==> src/rtl/spl_pkg.sv <==
`timescale 1ns/1ps
// Package: shared constants and the random-source step function for the
// sampling selector. Assumes a 16-bit maximal-length feedback polynomial.
package spl_pkg;

    localparam int LFSR_W = 16;

    // Advance the 16-bit Fibonacci shift register by one step.
    function automatic logic [LFSR_W-1:0] lfsr_step(input logic [LFSR_W-1:0] s);
        return {s[LFSR_W-2:0], s[15] ^ s[13] ^ s[12] ^ s[10]};
    endfunction

endpackage

==> src/rtl/spl_lfsr.sv <==
`timescale 1ns/1ps
// Module: pseudo-random source for interval jitter.
// Holds a 16-bit shift register that advances once per enable and exposes
// its low OUT_W bits. Assumes SEED is nonzero and OUT_W <= 16.
module spl_lfsr #(
    parameter int          OUT_W = 8,
    parameter logic [15:0] SEED  = 16'hACE1
) (
    input  logic             clk,
    input  logic             rst_n,
    input  logic             adv,
    output logic [OUT_W-1:0] rnd_o
);
    import spl_pkg::*;

    logic [LFSR_W-1:0] state_q;

    // Shift register: load the seed in reset, step on every advance request.
    always_ff @(posedge clk) begin
        if (!rst_n) begin
            state_q <= SEED;
        end else if (adv) begin
            state_q <= lfsr_step(state_q);
        end
    end

    assign rnd_o = state_q[OUT_W-1:0];

endmodule

==> src/rtl/spl_interval.sv <==
`timescale 1ns/1ps
// Module: interval down-counter with jittered reload.
// Counts decoded operations and flags the one on which the interval runs out.
// It then reloads with the effective base plus masked random bits. Assumes
// JIT_MAX_W < CNT_W and that jit_width is static while sampling runs.
module spl_interval #(
    parameter int CNT_W     = 16,
    parameter int JIT_MAX_W = 8,
    parameter int JW_SEL_W  = 4
) (
    input  logic                 clk,
    input  logic                 rst_n,
    input  logic                 op_valid,
    input  logic [CNT_W-1:0]     base_ival,
    input  logic                 jit_en,
    input  logic [JW_SEL_W-1:0]  jit_width,
    input  logic [JIT_MAX_W-1:0] rnd,
    output logic                 due
);
    localparam int SUM_W = CNT_W + 1;

    logic [CNT_W-1:0]     cnt_q;
    logic [CNT_W-1:0]     eff_base;
    logic [JW_SEL_W-1:0]  width_clip;
    logic [JIT_MAX_W-1:0] jmask;
    logic [JIT_MAX_W-1:0] jbits;
    logic [SUM_W-1:0]     sum;
    logic [CNT_W-1:0]     reload;

    // Effective base: zero is promoted to one so sampling never stalls.
    always_comb begin
        eff_base = (base_ival == '0) ? CNT_W'(1) : base_ival;
    end

    // Width clip: limit the requested jitter width to the implemented maximum.
    always_comb begin
        width_clip = (jit_width > JW_SEL_W'(JIT_MAX_W)) ? JW_SEL_W'(JIT_MAX_W) : jit_width;
    end

    // Mask bits: bit i is set when it lies below the clipped width.
    for (genvar i = 0; i < JIT_MAX_W; i++) begin : g_mask
        assign jmask[i] = (width_clip > JW_SEL_W'(i));
    end

    // Reload value: base plus masked jitter, saturating at the counter top.
    always_comb begin
        jbits  = jit_en ? (rnd & jmask) : '0;
        sum    = SUM_W'(eff_base) + SUM_W'(jbits);
        reload = sum[CNT_W] ? '1 : sum[CNT_W-1:0];
    end

    // Due flag: the current operation ends the interval.
    assign due = op_valid && (cnt_q == CNT_W'(1));

    // Counter: load in reset, decrement per operation, reload on expiry.
    always_ff @(posedge clk) begin
        if (!rst_n) begin
            cnt_q <= eff_base;
        end else if (op_valid) begin
            cnt_q <= due ? reload : (cnt_q - CNT_W'(1));
        end
    end

endmodule

==> src/rtl/spl_tracker.sv <==
`timescale 1ns/1ps
// Module: single-slot tracker for the chosen operation.
// Takes a due operation when idle, holds its tag until the matching retire,
// and counts due operations that arrive while the slot is occupied.
// Assumes tags in flight are unique.
module spl_tracker #(
    parameter int TAG_W  = 8,
    parameter int COLL_W = 8
) (
    input  logic              clk,
    input  logic              rst_n,
    input  logic              due,
    input  logic [TAG_W-1:0]  op_tag,
    input  logic              ret_valid,
    input  logic [TAG_W-1:0]  ret_tag,
    output logic              sel_pulse,
    output logic [TAG_W-1:0]  sel_tag,
    output logic              busy,
    output logic [COLL_W-1:0] coll_cnt
);
    logic              busy_q;
    logic              pulse_q;
    logic [TAG_W-1:0]  tag_q;
    logic [COLL_W-1:0] coll_q;
    logic              take;
    logic              clash;
    logic              ret_hit;

    // Decisions for this cycle: take, drop, or release the slot.
    always_comb begin
        take    = due && !busy_q;
        clash   = due && busy_q;
        ret_hit = busy_q && ret_valid && (ret_tag == tag_q);
    end

    // Slot state: set on take, clear on matching retire.
    always_ff @(posedge clk) begin
        if (!rst_n) begin
            busy_q <= 1'b0;
        end else if (take) begin
            busy_q <= 1'b1;
        end else if (ret_hit) begin
            busy_q <= 1'b0;
        end
    end

    // Select pulse and held tag of the chosen operation.
    always_ff @(posedge clk) begin
        if (!rst_n) begin
            pulse_q <= 1'b0;
            tag_q   <= '0;
        end else begin
            pulse_q <= take;
            if (take) begin
                tag_q <= op_tag;
            end
        end
    end

    // Collision counter: saturating count of dropped selections.
    always_ff @(posedge clk) begin
        if (!rst_n) begin
            coll_q <= '0;
        end else if (clash && (coll_q != '1)) begin
            coll_q <= coll_q + COLL_W'(1);
        end
    end

    assign sel_pulse = pulse_q;
    assign sel_tag   = tag_q;
    assign busy      = busy_q;
    assign coll_cnt  = coll_q;

endmodule

==> src/rtl/op_sample_picker.sv <==
`timescale 1ns/1ps
// Module: sampling interval operation selector (top).
// Joins the random source, the interval counter and the single-slot tracker.
// Assumes one decoded operation per cycle at most and JIT_MAX_W < CNT_W.
module op_sample_picker #(
    parameter int          CNT_W     = 16,
    parameter int          TAG_W     = 8,
    parameter int          COLL_W    = 8,
    parameter int          JIT_MAX_W = 8,
    parameter logic [15:0] SEED      = 16'hACE1,
    localparam int         JW_SEL_W  = $clog2(JIT_MAX_W + 1)
) (
    input  logic                clk,
    input  logic                rst_n,
    input  logic                op_valid,
    input  logic [TAG_W-1:0]    op_tag,
    input  logic [CNT_W-1:0]    base_ival,
    input  logic                jit_en,
    input  logic [JW_SEL_W-1:0] jit_width,
    input  logic                ret_valid,
    input  logic [TAG_W-1:0]    ret_tag,
    output logic                sel_pulse,
    output logic [TAG_W-1:0]    sel_tag,
    output logic                busy,
    output logic [COLL_W-1:0]   coll_cnt
);
    logic [JIT_MAX_W-1:0] rnd;
    logic                 due;

    spl_lfsr #(
        .OUT_W (JIT_MAX_W),
        .SEED  (SEED)
    ) u_lfsr (
        .clk   (clk),
        .rst_n (rst_n),
        .adv   (op_valid),
        .rnd_o (rnd)
    );

    spl_interval #(
        .CNT_W     (CNT_W),
        .JIT_MAX_W (JIT_MAX_W),
        .JW_SEL_W  (JW_SEL_W)
    ) u_ival (
        .clk       (clk),
        .rst_n     (rst_n),
        .op_valid  (op_valid),
        .base_ival (base_ival),
        .jit_en    (jit_en),
        .jit_width (jit_width),
        .rnd       (rnd),
        .due       (due)
    );

    spl_tracker #(
        .TAG_W  (TAG_W),
        .COLL_W (COLL_W)
    ) u_trk (
        .clk       (clk),
        .rst_n     (rst_n),
        .due       (due),
        .op_tag    (op_tag),
        .ret_valid (ret_valid),
        .ret_tag   (ret_tag),
        .sel_pulse (sel_pulse),
        .sel_tag   (sel_tag),
        .busy      (busy),
        .coll_cnt  (coll_cnt)
    );

endmodule

==> config.mk <==
export PLATFORM = sky130hd
export DESIGN_NAME = op_sample_picker
export DESIGN_NICKNAME = d
export VERILOG_FILES = /design/src/rtl/spl_pkg.sv /design/src/rtl/spl_lfsr.sv /design/src/rtl/spl_interval.sv /design/src/rtl/spl_tracker.sv /design/src/rtl/op_sample_picker.sv
export SDC_FILE = /design/constraint.sdc
export NUM_CORES = 1
export LEC_CHECK = 0
export CORE_MARGIN = 3
export CORE_UTILIZATION = 30
export DETAILED_ROUTE_END_ITERATION = 8
export GPL_ROUTABILITY_DRIVEN = 0
export SLEW_MARGIN = 40
export SYNTH_ARGS = -nofsm -noshare
export SYNTH_HDL_FRONTEND = slang
export SYNTH_HIERARCHICAL = 1
export SYNTH_SLANG_ARGS = --single-unit
export TNS_END_PERCENT = 100
==> constraint.sdc <==
create_clock -name clk -period 8.35 [get_ports clk]
set_input_delay 0.835 -clock clk [delete_from_list [all_inputs] [get_ports clk]]
set_output_delay 0.835 -clock clk [all_outputs]
set_load 0.03 [all_outputs]
=== Word-level counts from Yosys, hierarchy flattened ===
Cells that the tools add are included.

* Register bits after elaboration: 50
* Bits of input ports: 41
* Output and inout port bits: 18
* Word-level logic and storage cells: 44

* $add $sub $neg: 3
* Order comparisons: 9
* Eq/ne operators: 4
* Multiplexer cells: 9
* Bitwise logic cells: 4
* Reductions and logical operators: 9

{| class="wikitable"
|+ Operators by type and width
! kind !! count
|-
| 16-bit 2-to-1 mux || 5
|-
| 16-bit by 8-bit adder with 17-bit output || 1
|-
| 16-bit by 1-bit equality test with 1-bit output, second input constant || 1
|-
| 4-bit by 3-bit > comparator with 1-bit output, second input constant || 4
|-
| 16-bit zero test || 1
|-
| 16-bit by 1-bit subtractor with 16-bit output, second input constant || 1
|-
| 8-bit by 1-bit adder with 8-bit output, second input constant || 1
|-
| 8-bit AND || 1
|-
| 8-bit equality test || 1
|-
| 4-bit by 1-bit > comparator with 1-bit output, second input constant || 2
|-
| 4-bit by 2-bit > comparator with 1-bit output, second input constant || 2
|-
| 8-bit 2-to-1 mux || 1
|-
| 8-bit != test, second input constant || 1
|-
| 1-bit logical AND || 6
|-
| 4-bit > comparator, second input constant || 1
|-
| 4-bit 2-to-1 mux || 1
|-
| 1-bit bitwise XOR || 3
|-
| 1-bit 2-to-1 mux || 2
|-
| 2-bit by 1-bit != test with 1-bit output, second input constant || 1
|-
| 2-bit nonzero test || 1
|-
| 1-bit zero test || 1
|}

=== Longest topological paths before layout ===
Gate-level depths: netlist of the first run.

* Word-level depth: 10
* Gate-level depth with buffers: 11
* Depth with buffers taken out: 10

=== Cells and area by module ===
Netlist of the first run, hierarchy kept.

{| class="wikitable"
|+ Modules (own cells, without submodules)
! module !! times used !! cells each !! area each (sq um) !! seq. area each (sq um)
|-
| spl_interval || 1 || 227 || 1894.3 || 480.5
|-
| spl_tracker || 1 || 99 || 827.0 || 360.3
|-
| spl_lfsr || 1 || 62 || 690.7 || 320.3
|}

=== Worst setup path after synthesis of the first run ===
OpenSTA, ideal clock, no wires.

* Kind: input-to-reg
* From: input jit_en
* To: register u_ival.cnt_q[15] (data pin)
* Library setup time: 256 ps
* Arrival time: 3001 ps
* Required time: 8094 ps
* Path slack: 5093 ps
* Stages on the path: 10
* Path buffers: 1
* Cells stage by stage: clkbuf_1 > nand2_1 > a21oi_1 > ha_1 > fa_1 > a211oi_1 > o211a_1 > nor3_1 > or4_1 > o211a_1

* Cells in the longest elaborated chain, start to end: 6

{| class="wikitable"
|+ Ends and longest elaborated chain
! what !! line !! text
|-
| from (decl) || op_sample_picker.sv:18 || <nowiki>input logic jit_en,</nowiki>
|-
| 8-bit 2-to-1 mux || spl_interval.sv:47 || <nowiki>jbits = jit_en ? (rnd & jmask) : '0;</nowiki>
|-
| 16-bit by 8-bit adder with 17-bit output || spl_interval.sv:48 || <nowiki>sum = SUM_W'(eff_base) + SUM_W'(jbits);</nowiki>
|-
| 16-bit 2-to-1 mux || spl_interval.sv:49 || <nowiki>reload = sum[CNT_W] ? '1 : sum[CNT_W-1:0];</nowiki>
|-
| 16-bit 2-to-1 mux || spl_interval.sv:60 || <nowiki>cnt_q <= due ? reload : (cnt_q - CNT_W'(1));</nowiki>
|-
| 16-bit 2-to-1 mux || spl_interval.sv:59 || <nowiki>end else if (op_valid) begin</nowiki>
|-
| 16-bit 2-to-1 mux || spl_interval.sv:57 || <nowiki>if (!rst_n) begin</nowiki>
|-
| to (signal assigned) || spl_interval.sv:58 || <nowiki>cnt_q <= eff_base;</nowiki>
|-
| to (signal assigned) || spl_interval.sv:60 ||
|-
| to (decl) || spl_interval.sv:22 || <nowiki>logic [CNT_W-1:0] cnt_q;</nowiki>
|}

No other way between the ends. The select of a mux whose other input is x is not followed.
A chain may end at the register's enable or synchronous reset.

=== Worst setup path in the final report of the first run ===
* From: input base_ival[12]
* To: register u_ival.cnt_q[15] (data pin)

* Cells in the longest elaborated chain, start to end: 7

{| class="wikitable"
|+ Ends and longest elaborated chain
! what !! line !! text
|-
| from (decl) || op_sample_picker.sv:17 || <nowiki>input logic [CNT_W-1:0] base_ival,</nowiki>
|-
| 16-bit zero test || spl_interval.sv:32 || <nowiki>eff_base = (base_ival == '0) ? CNT_W'(1) : base_ival;</nowiki>
|-
| 16-bit 2-to-1 mux (*) || spl_interval.sv:32 ||
|-
| 16-bit by 8-bit adder with 17-bit output || spl_interval.sv:48 ||
|-
| 16-bit 2-to-1 mux || spl_interval.sv:49 ||
|-
| 16-bit 2-to-1 mux || spl_interval.sv:60 ||
|-
| 16-bit 2-to-1 mux || spl_interval.sv:59 ||
|-
| 16-bit 2-to-1 mux (*) || spl_interval.sv:57 ||
|}

Mark *: on every way between the ends. The rest lies on a longest branch, timed or not. The select of a mux whose other input is x is not followed.

==> results of run 1 <==
metal layers:
metal,up-vias,global-route usage (%)
li1,1499,-
met2,80,24.1
met4,0,2.64
met3,10,2.96
met1,1345,16.9
met5,-,0
worst max path at each step:
stage,cells after the start,slack (ps),end
global placement,11,4130,u_ival/cnt_q[15]
global route,11,4130,u_ival/cnt_q[15]
detailed placement,11,4070,u_ival/cnt_q[15]
CTS,11,4370,u_ival/cnt_q[15]
floorplan,10,5090,u_ival/cnt_q[15]
finish,11,4340,u_ival/cnt_q[15]
per-stage QoR:
stage | std cells | setup WS, ps | area, sq um | power, uW
5_1_grt | 569 | 4130 | 4140 | 633
2_1_floorplan | 388 | 5090 | 3410 | 358
3_5_place_dp | 561 | 4070 | 4000 | 396
3_3_place_gp | 561 | 4130 | 4010 | 394
6_report | 569 | 4340 | 4140 | 599
4_1_cts | 569 | 4370 | 4140 | 606
logic make-up (layout without fill, tap and decap cells):
kind of cell | after synthesis | after routing | synth area share [%]
AND/OR/NAND/NOR | 150 | 150 | 23.9
AO/OA/AOI/OAI | 88 | 88 | 17.7
flip-flops | 50 | 50 | 34.0
buffers and inverters | 42 | 83 | 7.04
XOR/XNOR | 29 | 29 | 7.66
multiplexers | 17 | 17 | 4.99
adder cells (fa/ha/maj) | 12 | 12 | 4.62
worst min-delay path, cell delays in order (launching register included):
cell and delay [ps]:
dfxtp_1 330, mux2i_1 70, nand2_1 60
sequential cells by signal, summed over array words and instances, names as in the netlist:
signal / flops
u_ival/cnt_q: 16
u_lfsr/state_q: 16
u_trk/busy: 1
u_trk/coll_cnt: 8
u_trk/sel_pulse: 1
u_trk/sel_tag: 8
power groups by stage:
stage | combinational (uW) | clock [uW] | sequential (uW)
floorplan | 74.2 | 0 | 284
global placement | 108 | 0 | 286
detailed placement | 108 | 0 | 287
CTS | 110 | 215 | 281
global route | 122 | 227 | 284
finish | 110 | 208 | 281
cell type report:
class	count	area, sq um
clock buffers	5	125
clock inverters	3	22.5
fillers	1139	6840
well taps	140	175
flip-flops and latches	50	1160
inverters	13	48.8
multi-input cells	296	2010
repair buffers	62	601
cells in the final DEF, fill, tap and decap left out, drive strengths merged, types with 8 or more instances in the layout:
cell / synthesis / final
nor2b: 9 / 9
nor4: 10 / 10
xnor2: 14 / 14
nor2: 16 / 16
mux2i: 17 / 17
a211oi: 8 / 8
nand3: 15 / 15
nand4: 9 / 9
dfxtp: 34 / 34
a21oi: 19 / 19
o21ai: 17 / 17
nor3: 20 / 20
inv: 12 / 14
clkdlybuf4s50: 0 / 56
xor2: 15 / 15
nand2: 40 / 40
edfxtp: 16 / 16
ha: 11 / 11
==> metrics.md, run 1 <==
| Metric | Value |
|---|---|
| IR drop worst, VDD | 0.0000693 V |
| DRT met1 WL | 3.71 mm |
| Cells after Synth | 388 |
| Total GRT Usage | 13.6% |
| Synth Cell Area | 3410 sq um |
| Crit path kind | in -> reg |
| Max-slew violation total from the final report | 0 |
| Global-route wire length before repair | 14.4 mm |
| WHS Path Cells | 2 |
| Required @ worst endpoint | 8390 ps |
| Hold Path Sink | u_lfsr/state_q[10] |
| Worst Setup Start Kind | input port |
| Switch Pwr | 164 uW |
| H-tree depth | 2 |
| Worst-path clk slew | 70 ps |
| Critical Path Fanout Max | 13 |
| Drt pass-1 iters | 4 |
| PD cells | 144 nW/um^2 |
| Worst Reg-to-Reg Cells | 10 |
| GRT overflow | 0 |
| Number of synthesized flops with an enable pin | 16 |
| Syn Area/Cell | 8.79 sq um |
| Worst skew pair latency | 290 ps |
| Max Clock Skew | 9.59 ps |
| Drt via density | 5.16 |
| Die W | 113 um |
| Mean routed wirelength per cell | 15.0 um |
| Uppermost layer routed | met4 |
| Biggest area consumer among synthesized cells | dfxtp_1 |
| Sw Share | 27.4% |
| Worst path top cell family by delay | compound AO/OA/AOI/OAI gates |
| Chip Height | 113 um |
| Top cell type's share of synthesized area | 19.9% |
| Combinational Power Share | 18.3% |
| Seq cells post-synth | 50 |
| Crit end category | flop |
| Fin. Hold Viols | 0 |
| Num ports | 59 |
| CORE AREA | 11000 sq um |
| Data arrival, critical path | 4050 ps |
| Final net count | 481 |
| Met3 WL | 531 um |
| Initial antenna violation count | 0 |
| Flop2flop setup slack | 5380 ps |
| Count leader, synth | nand2_1 |
| Hold path start | u_lfsr/state_q[9] |
| Sequential cell area fraction in the yosys report | 34.0% |
| Worst path bufs/invs | 2 |
| Die footprint | 12700 sq um |
| Post-DRT Antenna Nets | 0 |
| Synth top area cells | dfxtp_1, edfxtp_1, mux2i_1, nand2_1, ha_1 |
| Post-synth ARST share | 0% |
| CTS Root Cell | clkbuf_16 |
| Distinct cells, synth | 65 |
| Worst-path cell chain | clkdlybuf4s50_1, nor3_1, a41o_1, ha_1, fa_1, a211oi_1, o211a_1, nor3_1, buf_4, or4_1, o211a_1 |
| Primary FF master, synth | dfxtp_1 |
| Layout area overhead | 21.5% |
| Clk buf depth | 2 |
| Post-layout min period | 4010 ps |
| DR iter-0 viols | 159 |
| Worst Hold Slack | 477 ps |
| Internal | 435 uW |
| Hold WC Path Type | reg -> reg |
| Via Count | 2934 |
| TritonCTS clock tree | done |
| Port Buffers | 58 |
| DPL Wire Length | 6.67 mm |
| Max_slew headroom | 52.1% |
| CTS Hold Bufs | 0 |
| Total length of routed wires | 8.51 mm |
| Final setup viols | 0 |
| Seq pwr share | 47.0% |
| Yosys warning count | 6 |
| Final worst-path cycle share | 48.0% |
| Post-CTS Setup Inserts | 0 |
| RSZ-0062 raised after global routing | false |
| Final Util | 37.7% |
| Outcome | finished, final reports clean |
| CP max stage delay | 600 ps |
| Worst-path cell with the longest stage delay | clkdlybuf4s50_1 |
| Launch point of the worst reg-to-reg path | u_lfsr/state_q[0] |
| WL met2 | 4.17 mm |
| Syn_nets | 441 |
| Fmax | 0.249 GHz |
| Post-route DRC | 0 |
| Clock power frac | 34.7% |
| Vias in the first global route | 2990 |
| CTS buffer count | 5 |
| Fraction of layout cells with a size suffix above 1 | 6.99% |
| CTS resizes | 0 |
| Core Rows | 38 |
| Starting Density | 31.1% |
| Reg2reg end | u_ival/cnt_q[15] |
| Setup_tns | 0 ps |
| Leakage Power | 0.00157 uW |
| Commonest cells post-synth | nand2_1, dfxtp_1, a21oi_1 |
| Maximum capacitance violations | 0 |
| Crit. Startpoint | base_ival[12] |
| Worst-Margin Slew | 718 ps |
| Largest net degree at the start of global routing | 33 |
| Diode count | 0 |
| Clk sinks | 50 |
Note: power is estimated with default switching activity, not from simulation.
==> inputs of run 2 (changes only) <==
clock period = 3.43 ns   (was 8.35 ns; I/O delays follow)
==> run 2 against run 1 <==
Against the previous run: hold slack better by 3.1 ps; sequential share of layout area decreased by 1.5 points; via count grew 3.8%; first-iteration DRC count fell by 25%; utilization up 2.1 points; routed wire length grew 0.26%; clock skew shrank 3.0 ps; critical path type unchanged.
==> metrics.md, run 2 (synthesis results as in run 1) <==
| Metric | Value |
|---|---|
| Commonest non-fill, non-tap cell in the layout | clkdlybuf4s50_1 |
| Internal | 1080 uW (+150%) |
| Required @ worst endpoint | 3470 ps (-4920 ps) |
| TritonCTS clock tree | done |
| Max-slew violation total from the final report | 0 (unchanged) |
| Global-route wire length before repair | 14.1 mm (-1.4%) |
| Flop2flop setup slack | 700 ps (-4680 ps) |
| Worst-path clk slew | 70 ps (about the same) |
| Data arrival, critical path | 3250 ps (-800 ps) |
| Final Util | 39.8% (+2.1 points) |
| CTS buffer count | 5 (unchanged) |
| Post-route DRC | 0 (unchanged) |
| Crit end category | flop |
| Die W | 113 um (unchanged) |
| Post-layout min period | 3210 ps |
| Layout area overhead | 28.2% |
| WL met2 | 4.18 mm (+0.14%) |
| Worst Setup Start Kind | input port |
| Worst Reg-to-Reg Cells | 9 (-1) |
| Final net count | 511 (+6.2%) |
| Clk sinks | 50 (unchanged) |
| Port Buffers | 58 (unchanged) |
| Launch point of the worst reg-to-reg path | u_lfsr/state_q[0] |
| Reg2reg end | u_ival/cnt_q[15] |
| Seq pwr share | 46.8% (-0.2 points) |
| Largest net degree at the start of global routing | 20 (-39%) |
| Power, Total | 1470 uW (+140%) |
| Total GRT Usage | 13.3% (-0.26 points) |
| Initial antenna violation count | 0 (unchanged) |
| Hold WC Path Type | reg -> reg |
| Fraction of layout cells with a size suffix above 1 | 12.4% (+5.5 points) |
| Met3 WL | 389 um (-27%) |
| Regs by FF count | u_ival/cnt_q x16, u_lfsr/state_q x16 |
| DRT met1 WL | 3.86 mm (+4.0%) |
| Chip Height | 113 um (unchanged) |
| Crit path capture | u_ival/cnt_q[15] |
| Leakage Power | 0.00171 uW (+9.0%) |
| Via Count | 3045 (+3.8%) |
| Uppermost layer routed | met4 |
| Diode count | 0 (unchanged) |
| Mean routed wirelength per cell | 14.3 um (-4.6%) |
| Max Clock Skew | 6.57 ps (-3.02 ps) |
| Final setup viols | 0 (unchanged) |
| Num ports | 59 (unchanged) |
| Worst-Margin Slew | 754 ps (+36.0 ps) |
| DR iter-0 viols | 119 (-25%) |
| Core Rows | 38 (unchanged) |
| CTS Root Cell | clkbuf_16 |
| RSZ-0062 raised after global routing | false |
| Die footprint | 12700 sq um (unchanged) |
| PD cells | 335 nW/um^2 (+130%) |
| GRT overflow | 0 (unchanged) |
| Post-CTS Setup Inserts | 0 (unchanged) |
| H-tree depth | 2 (unchanged) |
| Critical Path Fanout Max | 3 (-10) |
| Sw Share | 26.5% (-0.84 points) |
| Design Area, Final | 4370 sq um (+5.6%) |
| Crit. Startpoint | base_ival[8] |
| Crit path kind | in -> reg |
| Layout Cells excl Fill | 598 (+5.1%) |
| Final worst-path cycle share | 93.6% |
| Starting Density | 31.1% (unchanged) |
| DPL Wire Length | 6.83 mm (+2.3%) |
| IR drop worst, VDD | 0.000164 V (+140%) |
| Outcome | finished, final reports clean |
| Max_slew headroom | 49.7% (-2.4 points) |
| Vias in the first global route | 3048 (+1.9%) |
| Clock power frac | 33.2% (-1.5 points) |
| Drt pass-1 iters | 4 (unchanged) |
| Switch Pwr | 389 uW (+140%) |
| Worst skew pair latency | 290 ps (about the same) |
| Combinational Power Share | 20.0% (+1.7 points) |
| Maximum capacitance violations | 0 (unchanged) |
| Drt via density | 5.09 (-1.2%) |
| WHS Path Cells | 2 (unchanged) |
| Total length of routed wires | 8.53 mm (+0.26%) |
| Fmax | 0.311 GHz |
| CTS resizes | 0 (unchanged) |
| Cells after DPL | 591 (+5.3%) |
| CTS Hold Bufs | 0 (unchanged) |
| Clk buf depth | 2 (unchanged) |
| Area post-placement | 4230 sq um (+5.9%) |
| Setup_tns | 0 ps (unchanged) |
| CORE AREA | 11000 sq um (unchanged) |
| Post-DRT Antenna Nets | 0 (unchanged) |
| Most frequent cells in the layout | clkdlybuf4s50_1, nand2_1, buf_4, dfxtp_1, a21oi_1 |
| Fin. Hold Viols | 0 (unchanged) |
run 2: changes by cell type in the layout (fill, tap and decap cells not counted):
cell             before  now
buf_4                 4   34
buf_2                 2    0
clkdlybuf4s50_1      56   58
clkinv_2              1    0
run 2: worst min path at each step:
stage	from	to	slack (ps)
floorplan	u_lfsr/state_q[11]	u_lfsr/state_q[11]	440
global placement	u_lfsr/state_q[11]	u_lfsr/state_q[11]	450
detailed placement	u_lfsr/state_q[14]	u_lfsr/state_q[15]	470
CTS	u_lfsr/state_q[14]	u_lfsr/state_q[15]	480
global route	u_trk/sel_tag[0]	u_trk/sel_tag[0]	530
finish	u_lfsr/state_q[14]	u_lfsr/state_q[15]	480
run 2: power by group through the flow:
stage	logic [uW]	registers (uW)	clock network, uW
2_1_floorplan	181	690	0
3_3_place_gp	290	697	0
3_5_place_dp	291	699	0
4_1_cts	293	686	505
5_1_grt	323	691	532
6_report	293	686	488
run 2: through the flow:
step,hold WS [ps],worst slack (ps)
after floorplan,441,665
after global placement,454,28.5
after detailed placement,466,-42.8
after CTS,485,234
after global routing,526,156
final,480,219
run 2: worst max-delay path, cell delays in order:
cell and delay [ps]:
clkdlybuf4s50_1 480, nor4_1 60, buf_4 140, a41o_1 240
ha_1 230, fa_1 390, a211oi_1 340, o211a_1 210
nor3_1 80, or4_1 510, o211a_1 220
run 2: layout make-up:
type | count | area (sq um)
clock buffers | 5 | 125
multi-input cells | 296 | 2010
flip-flops and latches | 50 | 1160
well taps | 140 | 175
inverters | 13 | 48.8
clock inverters | 2 | 17.5
fillers | 1114 | 6610
repair buffers | 92 | 836
run 2: layer usage:
| layer | GRT usage (%) | vias up |
|---|---|---|
| met5 | 0 | - |
| met4 | 2.56 | 0 |
| met3 | 3.02 | 7 |
| met2 | 23.3 | 72 |
| met1 | 16.8 | 1407 |
| li1 | - | 1559 |
